==> src/rtl/bsc_rx_pkg.sv <==
package bsc_rx_pkg;
    typedef enum logic [2:0] {
        ST_HUNT = 3'd0,
        ST_DATA = 3'd1,
        ST_ESC  = 3'd2,
        ST_BCS1 = 3'd3,
        ST_BCS2 = 3'd4
    } rx_state_e;
endpackage

==> src/rtl/bsc_crc_step.sv <==
module bsc_crc_step #(
    parameter int unsigned            CHAR_W = 8,
    parameter int unsigned            CRC_W  = 16,
    parameter logic [CRC_W-1:0]       POLY   = 16'hA001
) (
    input  logic [CRC_W-1:0]  crc_in,
    input  logic [CHAR_W-1:0] char_in,
    output logic [CRC_W-1:0]  crc_out
);
    always_comb begin
        crc_out = crc_in;
        for (int i = 0; i < CHAR_W; i++) begin
            if (crc_out[0] ^ char_in[i]) begin
                crc_out = (crc_out >> 1) ^ POLY;
            end else begin
                crc_out = crc_out >> 1;
            end
        end
    end
endmodule

==> src/rtl/bsc_rx_shifter.sv <==
module bsc_rx_shifter #(
    parameter int unsigned CHAR_W = 8,
    localparam int unsigned SR_W  = 2 * CHAR_W,
    localparam int unsigned CNT_W = $clog2(CHAR_W)
) (
    input  logic              clk,
    input  logic              rst_n,
    input  logic              bit_en,
    input  logic              bit_in,
    input  logic              hunting,
    input  logic              clr,
    input  logic [SR_W-1:0]   pattern,
    output logic              match,
    output logic              byte_rdy,
    output logic [CHAR_W-1:0] byte_val
);
    localparam logic [CNT_W-1:0] LAST = CNT_W'(CHAR_W - 1);

    typedef struct packed {
        logic [SR_W-1:0]  sr;
        logic [CNT_W-1:0] cnt;
        logic             hunt_prev;
    } sh_t;

    sh_t q, d;
    logic [SR_W-1:0] base;
    logic [SR_W-1:0] shifted;

    always_comb begin
        base    = (hunting && !q.hunt_prev) ? '0 : q.sr;
        shifted = {bit_in, base[SR_W-1:1]};
        d           = q;
        d.hunt_prev = hunting;
        if (clr) begin
            d.sr  = '0;
            d.cnt = '0;
        end else begin
            d.sr = bit_en ? shifted : base;
            if (hunting) begin
                d.cnt = '0;
            end else if (bit_en) begin
                d.cnt = (q.cnt == LAST) ? '0 : q.cnt + 1'b1;
            end
        end
        match    = hunting && bit_en && !clr && (shifted == pattern);
        byte_rdy = !hunting && bit_en && !clr && (q.cnt == LAST);
        byte_val = shifted[SR_W-1:CHAR_W];
    end

    always_ff @(posedge clk or negedge rst_n) begin
        if (!rst_n) begin
            q.sr        <= '0;
            q.cnt       <= '0;
            q.hunt_prev <= 1'b1;
        end else begin
            q <= d;
        end
    end
endmodule

==> src/rtl/bsc_rx_hunter.sv <==
module bsc_rx_hunter
    import bsc_rx_pkg::*;
#(
    parameter int unsigned          CHAR_W   = 8,
    parameter int unsigned          CRC_W    = 16,
    parameter logic [CRC_W-1:0]     CRC_POLY = 16'hA001,
    parameter logic [CHAR_W-1:0]    ESC_CHAR = 8'h10,
    parameter logic [CHAR_W-1:0]    END_TXT  = 8'h03,
    parameter logic [CHAR_W-1:0]    END_BLK  = 8'h26
) (
    input  logic              clk,
    input  logic              rst_n,
    input  logic              xparent,
    input  logic [CHAR_W-1:0] syn1,
    input  logic [CHAR_W-1:0] syn2,
    input  logic              hunt_cmd,
    input  logic              bit_en,
    input  logic              bit_in,
    output logic [CHAR_W-1:0] rx_data,
    output logic              rx_valid,
    output logic              block_done,
    output logic              crc_error,
    output logic              frame_error,
    output logic              in_hunt
);
    typedef struct packed {
        rx_state_e         st;
        logic [CRC_W-1:0]  crc;
        logic [CHAR_W-1:0] data;
        logic              valid;
        logic              done;
        logic              cerr;
        logic              ferr;
    } rx_regs_t;

    rx_regs_t q, d;

    logic              match, byte_rdy;
    logic [CHAR_W-1:0] byte_val;
    logic [CRC_W-1:0]  crc_nx;
    logic              is_sync, is_term, is_esc;

    bsc_rx_shifter #(.CHAR_W(CHAR_W)) u_shift (
        .clk      (clk),
        .rst_n    (rst_n),
        .bit_en   (bit_en),
        .bit_in   (bit_in),
        .hunting  (q.st == ST_HUNT),
        .clr      (hunt_cmd),
        .pattern  ({syn2, syn1}),
        .match    (match),
        .byte_rdy (byte_rdy),
        .byte_val (byte_val)
    );

    bsc_crc_step #(.CHAR_W(CHAR_W), .CRC_W(CRC_W), .POLY(CRC_POLY)) u_crc (
        .crc_in  (q.crc),
        .char_in (byte_val),
        .crc_out (crc_nx)
    );

    always_comb begin
        is_sync = (byte_val == syn1) || (byte_val == syn2);
        is_term = (byte_val == END_TXT) || (byte_val == END_BLK);
        is_esc  = (byte_val == ESC_CHAR);

        d       = q;
        d.valid = 1'b0;
        d.done  = 1'b0;
        d.cerr  = 1'b0;
        d.ferr  = 1'b0;

        if (hunt_cmd) begin
            d.st = ST_HUNT;
        end else if (q.st == ST_HUNT) begin
            if (match) begin
                d.st  = ST_DATA;
                d.crc = '0;
            end
        end else if (byte_rdy) begin
            unique case (q.st)
                ST_DATA: begin
                    if (xparent && is_esc) begin
                        d.st = ST_ESC;
                    end else if (xparent || !is_sync) begin
                        d.valid = 1'b1;
                        d.data  = byte_val;
                        d.crc   = crc_nx;
                        if (!xparent && is_term) begin
                            d.st = ST_BCS1;
                        end
                    end
                end
                ST_ESC: begin
                    if (is_sync) begin
                        d.st = ST_DATA;
                    end else if (is_esc || is_term) begin
                        d.valid = 1'b1;
                        d.data  = byte_val;
                        d.crc   = crc_nx;
                        d.st    = is_term ? ST_BCS1 : ST_DATA;
                    end else begin
                        d.ferr = 1'b1;
                        d.st   = ST_HUNT;
                    end
                end
                ST_BCS1: begin
                    d.crc = crc_nx;
                    d.st  = ST_BCS2;
                end
                ST_BCS2: begin
                    d.done = 1'b1;
                    d.cerr = (crc_nx != '0);
                    d.st   = ST_HUNT;
                end
                default: d.st = ST_HUNT;
            endcase
        end
    end

    always_ff @(posedge clk or negedge rst_n) begin
        if (!rst_n) begin
            q.st    <= ST_HUNT;
            q.crc   <= '0;
            q.data  <= '0;
            q.valid <= 1'b0;
            q.done  <= 1'b0;
            q.cerr  <= 1'b0;
            q.ferr  <= 1'b0;
        end else begin
            q <= d;
        end
    end

    assign rx_data     = q.data;
    assign rx_valid    = q.valid;
    assign block_done  = q.done;
    assign crc_error   = q.cerr;
    assign frame_error = q.ferr;
    assign in_hunt     = (q.st == ST_HUNT);

    AST_NO_VALID_IN_HUNT: assert property (@(posedge clk) disable iff (!rst_n)
        rx_valid |-> !in_hunt);
    AST_DONE_ALONE: assert property (@(posedge clk) disable iff (!rst_n)
        block_done |-> (!rx_valid && in_hunt));
    AST_ERR_NEEDS_DONE: assert property (@(posedge clk) disable iff (!rst_n)
        crc_error |-> block_done);
    AST_HUNT_CMD_TAKES: assert property (@(posedge clk) disable iff (!rst_n)
        hunt_cmd |=> (in_hunt && !rx_valid && !block_done));
    AST_FRAME_TO_HUNT: assert property (@(posedge clk) disable iff (!rst_n)
        frame_error |-> (in_hunt && $past(xparent)));
    AST_LOCK_NEEDS_BIT: assert property (@(posedge clk) disable iff (!rst_n)
        $fell(in_hunt) |-> $past(bit_en));
endmodule

==> config.mk <==
export PLATFORM = sky130hd
export DESIGN_NAME = bsc_rx_hunter
export DESIGN_NICKNAME = d
export VERILOG_FILES = /design/src/rtl/bsc_rx_pkg.sv /design/src/rtl/bsc_crc_step.sv /design/src/rtl/bsc_rx_shifter.sv /design/src/rtl/bsc_rx_hunter.sv
export SDC_FILE = /design/constraint.sdc
export NUM_CORES = 1
export LEC_CHECK = 0
export BUFFER_PORTS_ARGS = -buffer_cell sky130_fd_sc_hd__buf_2
export CORE_MARGIN = 2
export CORE_UTILIZATION = 38
export DETAILED_ROUTE_END_ITERATION = 12
export SKIP_CTS_REPAIR_TIMING = 1
export SYNTH_ARGS = -nofsm -noshare
export SYNTH_HDL_FRONTEND = slang
export SYNTH_SLANG_ARGS = --single-unit
==> constraint.sdc <==
create_clock -name clk -period 2.7 [get_ports clk]
set_input_delay 0.405 -clock clk [delete_from_list [all_inputs] [get_ports clk]]
set_output_delay 0.405 -clock clk [all_outputs]
set_load 0.01 [all_outputs]
==> flow_metrics.py <==
metrics = {
    "outcome": {
        "status": "complete, but fails checks",
        "failed_checks": "setup timing",
    },
    "logic_synthesis": {
        "async_reset_ff_share_pct": 100.0,
        "yosysWarnings": 0,
        "yosysTopAreaCell": "dfrtp_1",
        "ys_seq_area_share_pct": 38.40,
        "syn_area_per_cell_um2": 9.594,
        "yosys.cell_count.top_type": "nor2_1",
        "synth_nets": 364,
        "synth-main-ff-cell": "dfrtp_1",
        "synth.area.top_cells": "dfrtp_1 38%, mux2i_1 7.4%, nor2_1 7.4%",
        "syn_inst": 340,
        "synth_top_area_share_pct": 37.59,
        "syn_area_um2": 3262,
        "synth_commonest_cells": "64 x nor2_1, 49 x dfrtp_1, 25 x xnor2_1, 24 x mux2i_1, 17 x nand2_1",
        "ys_ff_latch": 50,
        "ys_types": 54,
        "synth_edf_count": 0,
    },
    "pwr": {
        "leakagePower_nw": 1.955,
        "irDropWorstVdd_mv": 0.2814,
        "powerDensity_nw_per_um2": 350.0,
        "power_w": 0.001449,
    },
    "clock_tree": {
        "clock-sinks": 50,
        "clkTransAtPathRegs_ns": 0.09,
        "clock_path_buffers": 2,
        "worst_skew_pair.late_latency_ns": 0.31,
        "ctsRootBufferMaster": "clkbuf_8",
        "h-tree-depth": 2,
        "cts_tree": "built",
        "cts_buffers": 5,
    },
    "placed_design": {
        "dpl.hpwl_um": 6196,
        "dpl.cell_count": 497,
        "place_congestion": 0.8425,
        "dpl_cell_area_um2": 3846,
        "port_buffers": 34,
    },
    "global_routing": {
        "grt_start_max_net_pins": 27,
        "grt_usage_pct": 18.30,
        "antenna_found_initial": 0,
        "grt_pass1_wl_um": 14030,
        "grt_pass1_vias": 2705,
        "grt_remaining_overflow": 0,
    },
    "layout": {
        "layout-drive-gt1-share_pct": 32.02,
        "finish.instance_area_um2": 4139,
        "antenna_cells": 0,
        "nFillCells": 787,
        "instances_no_fill": 511,
        "seqCellArea_um2": 1256,
        "syn2layout_area_growth_pct": 26.89,
        "layout.nets": 430,
        "multiInputGateArea_um2": 1977,
    },
    "routing": {
        "finalWirelength_um": 8379,
        "final_antenna_net_count": 0,
        "drt_iter0_markers": 208,
        "num_vias": 2742,
        "dr.pass1.iters": 5,
        "routedWlPerCell_um": 16.40,
        "drc_errors": 0,
        "viasPerCell": 5.366,
    },
    "critical_path": {
        "r2r-start": "q[30]$_DFFE_PN0P_",
        "worstPathCellList": "buf_6 -> o41ai_4 -> xor2_1 -> nand4_1 -> nor4_4 -> and4_1 -> a311o_1 -> o211ai_4 -> buf_12 -> mux2_1",
        "slowest_stage": "dfrtp_2",
        "worst_path_largest_cell_delay_ns": 0.48,
        "rr_endpoint": "q[27]$_DFFE_PN0P_",
        "reg2reg_slack_ns": -0.1,
        "cp-end-kind": "register",
        "worstPathRequired_ns": 2.89,
        "crit_type": "register to register",
        "critPathMaxFanout": 14,
        "crit_path_start_kind": "register",
        "arrival_ns": 2.98,
        "worst-r2r-cell-count": 10,
        "path_buf_inv": 2,
        "crit_family": "simple AND/OR/NAND/NOR gates",
    },
    "sta": {
        "skew_ns": 0.01350,
        "timing.final.ws_setup_ns": -0.09519,
        "finalMaxSlewViolations": 0,
        "min_period_ns": 2.795,
        "setup_viol": 15,
        "fmax_mhz": 357.8,
        "post-route-period-util_pct": 103.5,
        "rsz0062_at_grt": "yes",
        "hold_viol_final": 0,
        "relSlewSlack_pct": 57.75,
        "worstMarginPinSlew_ns": 0.6338,
    },
    "floorplanning": {
        "die-width_um": 96.65,
        "die_area_um2": 9341,
        "boundaryPins": 35,
        "rows": 33,
        "die_h_um": 96.65,
        "start_util_pct": 39.50,
        "core_um2": 8258,
    },
    "flow_run": {
        "cap_violations": 0,
    },
    "worst_hold_path": {
        "hp-class": "input pin to asynchronous set/reset pin",
    },
}
==> final cells by class <==
class / instances / share of cell area (%)
Inverter: 12 / 1.088
Sequential cell: 50 / 30.35
Timing Repair Buffer: 86 / 14.90
Clock inverter: 1 / 0.7255
Multi-Input combinational cell: 251 / 47.76
Clock buffer: 6 / 1.995
Tap cell: 105 / 3.174
==> cell families (layout without fill, tap and decap cells) <==
| kind of cell | after synthesis | after routing | share of synthesized area, % |
|---|---|---|---|
| simple gates | 122 | 122 | 18.64 |
| flops | 50 | 50 | 38.40 |
| compound gates | 48 | 48 | 12.12 |
| xor+xnor | 40 | 40 | 11.81 |
| mux | 39 | 39 | 12.54 |
| buf+inv | 39 | 105 | 5.715 |
| fa+ha+maj | 2 | 2 | 0.7670 |
==> power by group <==
group          internal, W  leakage [nW]  switching [W]
logic            0.0000618          1.26      0.0000854
registers         0.000750         0.642     0.00000390
clock network     0.000297        0.0573       0.000251
==> per-stage QoR <==
step                      setup WS, ns  utilization [%]  hold slack [ns]  TNS, ns
after floorplan                -0.1936                -           0.1094   -1.419
after global placement         -0.1148            46.58           0.4623   -1.800
after detailed placement       -0.2025            46.58           0.4605   -3.993
after CTS                      -0.2149            47.94           0.1282   -4.476
after global routing           -0.1683            50.12           0.1623   -2.738
final                         -0.09519            50.12           0.1120   -1.063
==> worst max-delay path by stage <==
stage | startpoint | endpoint | depth (start not counted)
floorplan | q[30]$_DFFE_PN0P_ | q[22]$_DFFE_PN0P_ | 11
global placement | q[30]$_DFFE_PN0P_ | q[27]$_DFFE_PN0P_ | 9
detailed placement | q[30]$_DFFE_PN0P_ | q[27]$_DFFE_PN0P_ | 10
CTS | q[30]$_DFFE_PN0P_ | q[27]$_DFFE_PN0P_ | 10
global route | q[29]$_DFFE_PN0P_ | q[19]$_DFFE_PN0P_ | 10
finish | q[30]$_DFFE_PN0P_ | q[27]$_DFFE_PN0P_ | 10
==> state kept, by name (all words and copies together), names as in the netlist <==
| name | count |
|---|---|
| frame_error | 1 |
| crc_error | 1 |
| rx_valid | 1 |
| u_shift.q | 19 |
| rx_data | 8 |
| block_done | 1 |
| q | 19 |
==> layout by cell type, fill, tap and decap left out, types with 7 or more instances in the layout <==
| cell type | netlist | layout |
|---|---|---|
| a31oi_1 | 8 | 8 |
| buf_2 | 2 | 34 |
| buf_4 | 8 | 44 |
| dfrtp_1 | 49 | 46 |
| inv_1 | 12 | 12 |
| mux2_1 | 15 | 7 |
| mux2_4 | 0 | 8 |
| mux2i_1 | 24 | 24 |
| nand2_1 | 17 | 17 |
| nand3_1 | 7 | 7 |
| nor2_1 | 64 | 63 |
| xnor2_1 | 25 | 21 |
| xor2_1 | 12 | 12 |
==> layer usage <==
metal | vias to the layer above | track usage [%] | part of all wire, %
met4 | 0 | 5.200 | 1.0
met1 | 1340 | 26.24 | 47
met2 | 79 | 28.95 | 47
met5 | - | 0 | 0
met3 | 7 | 2.529 | 4.7
li1 | 1316 | - | -
==> worst reg2reg max path, delay by kind of cell (launching register included) <==
kind,cells,cell delay [ns]
AOI/OAI and AO/OA,3,0.65
muxes,1,0.32
and+or+nand+nor,3,0.71
buffers and inverters,2,0.34
DFF,1,0.48
xor gates and xnor gates,1,0.20
No activity file was read; power rests on OpenSTA's default activity.
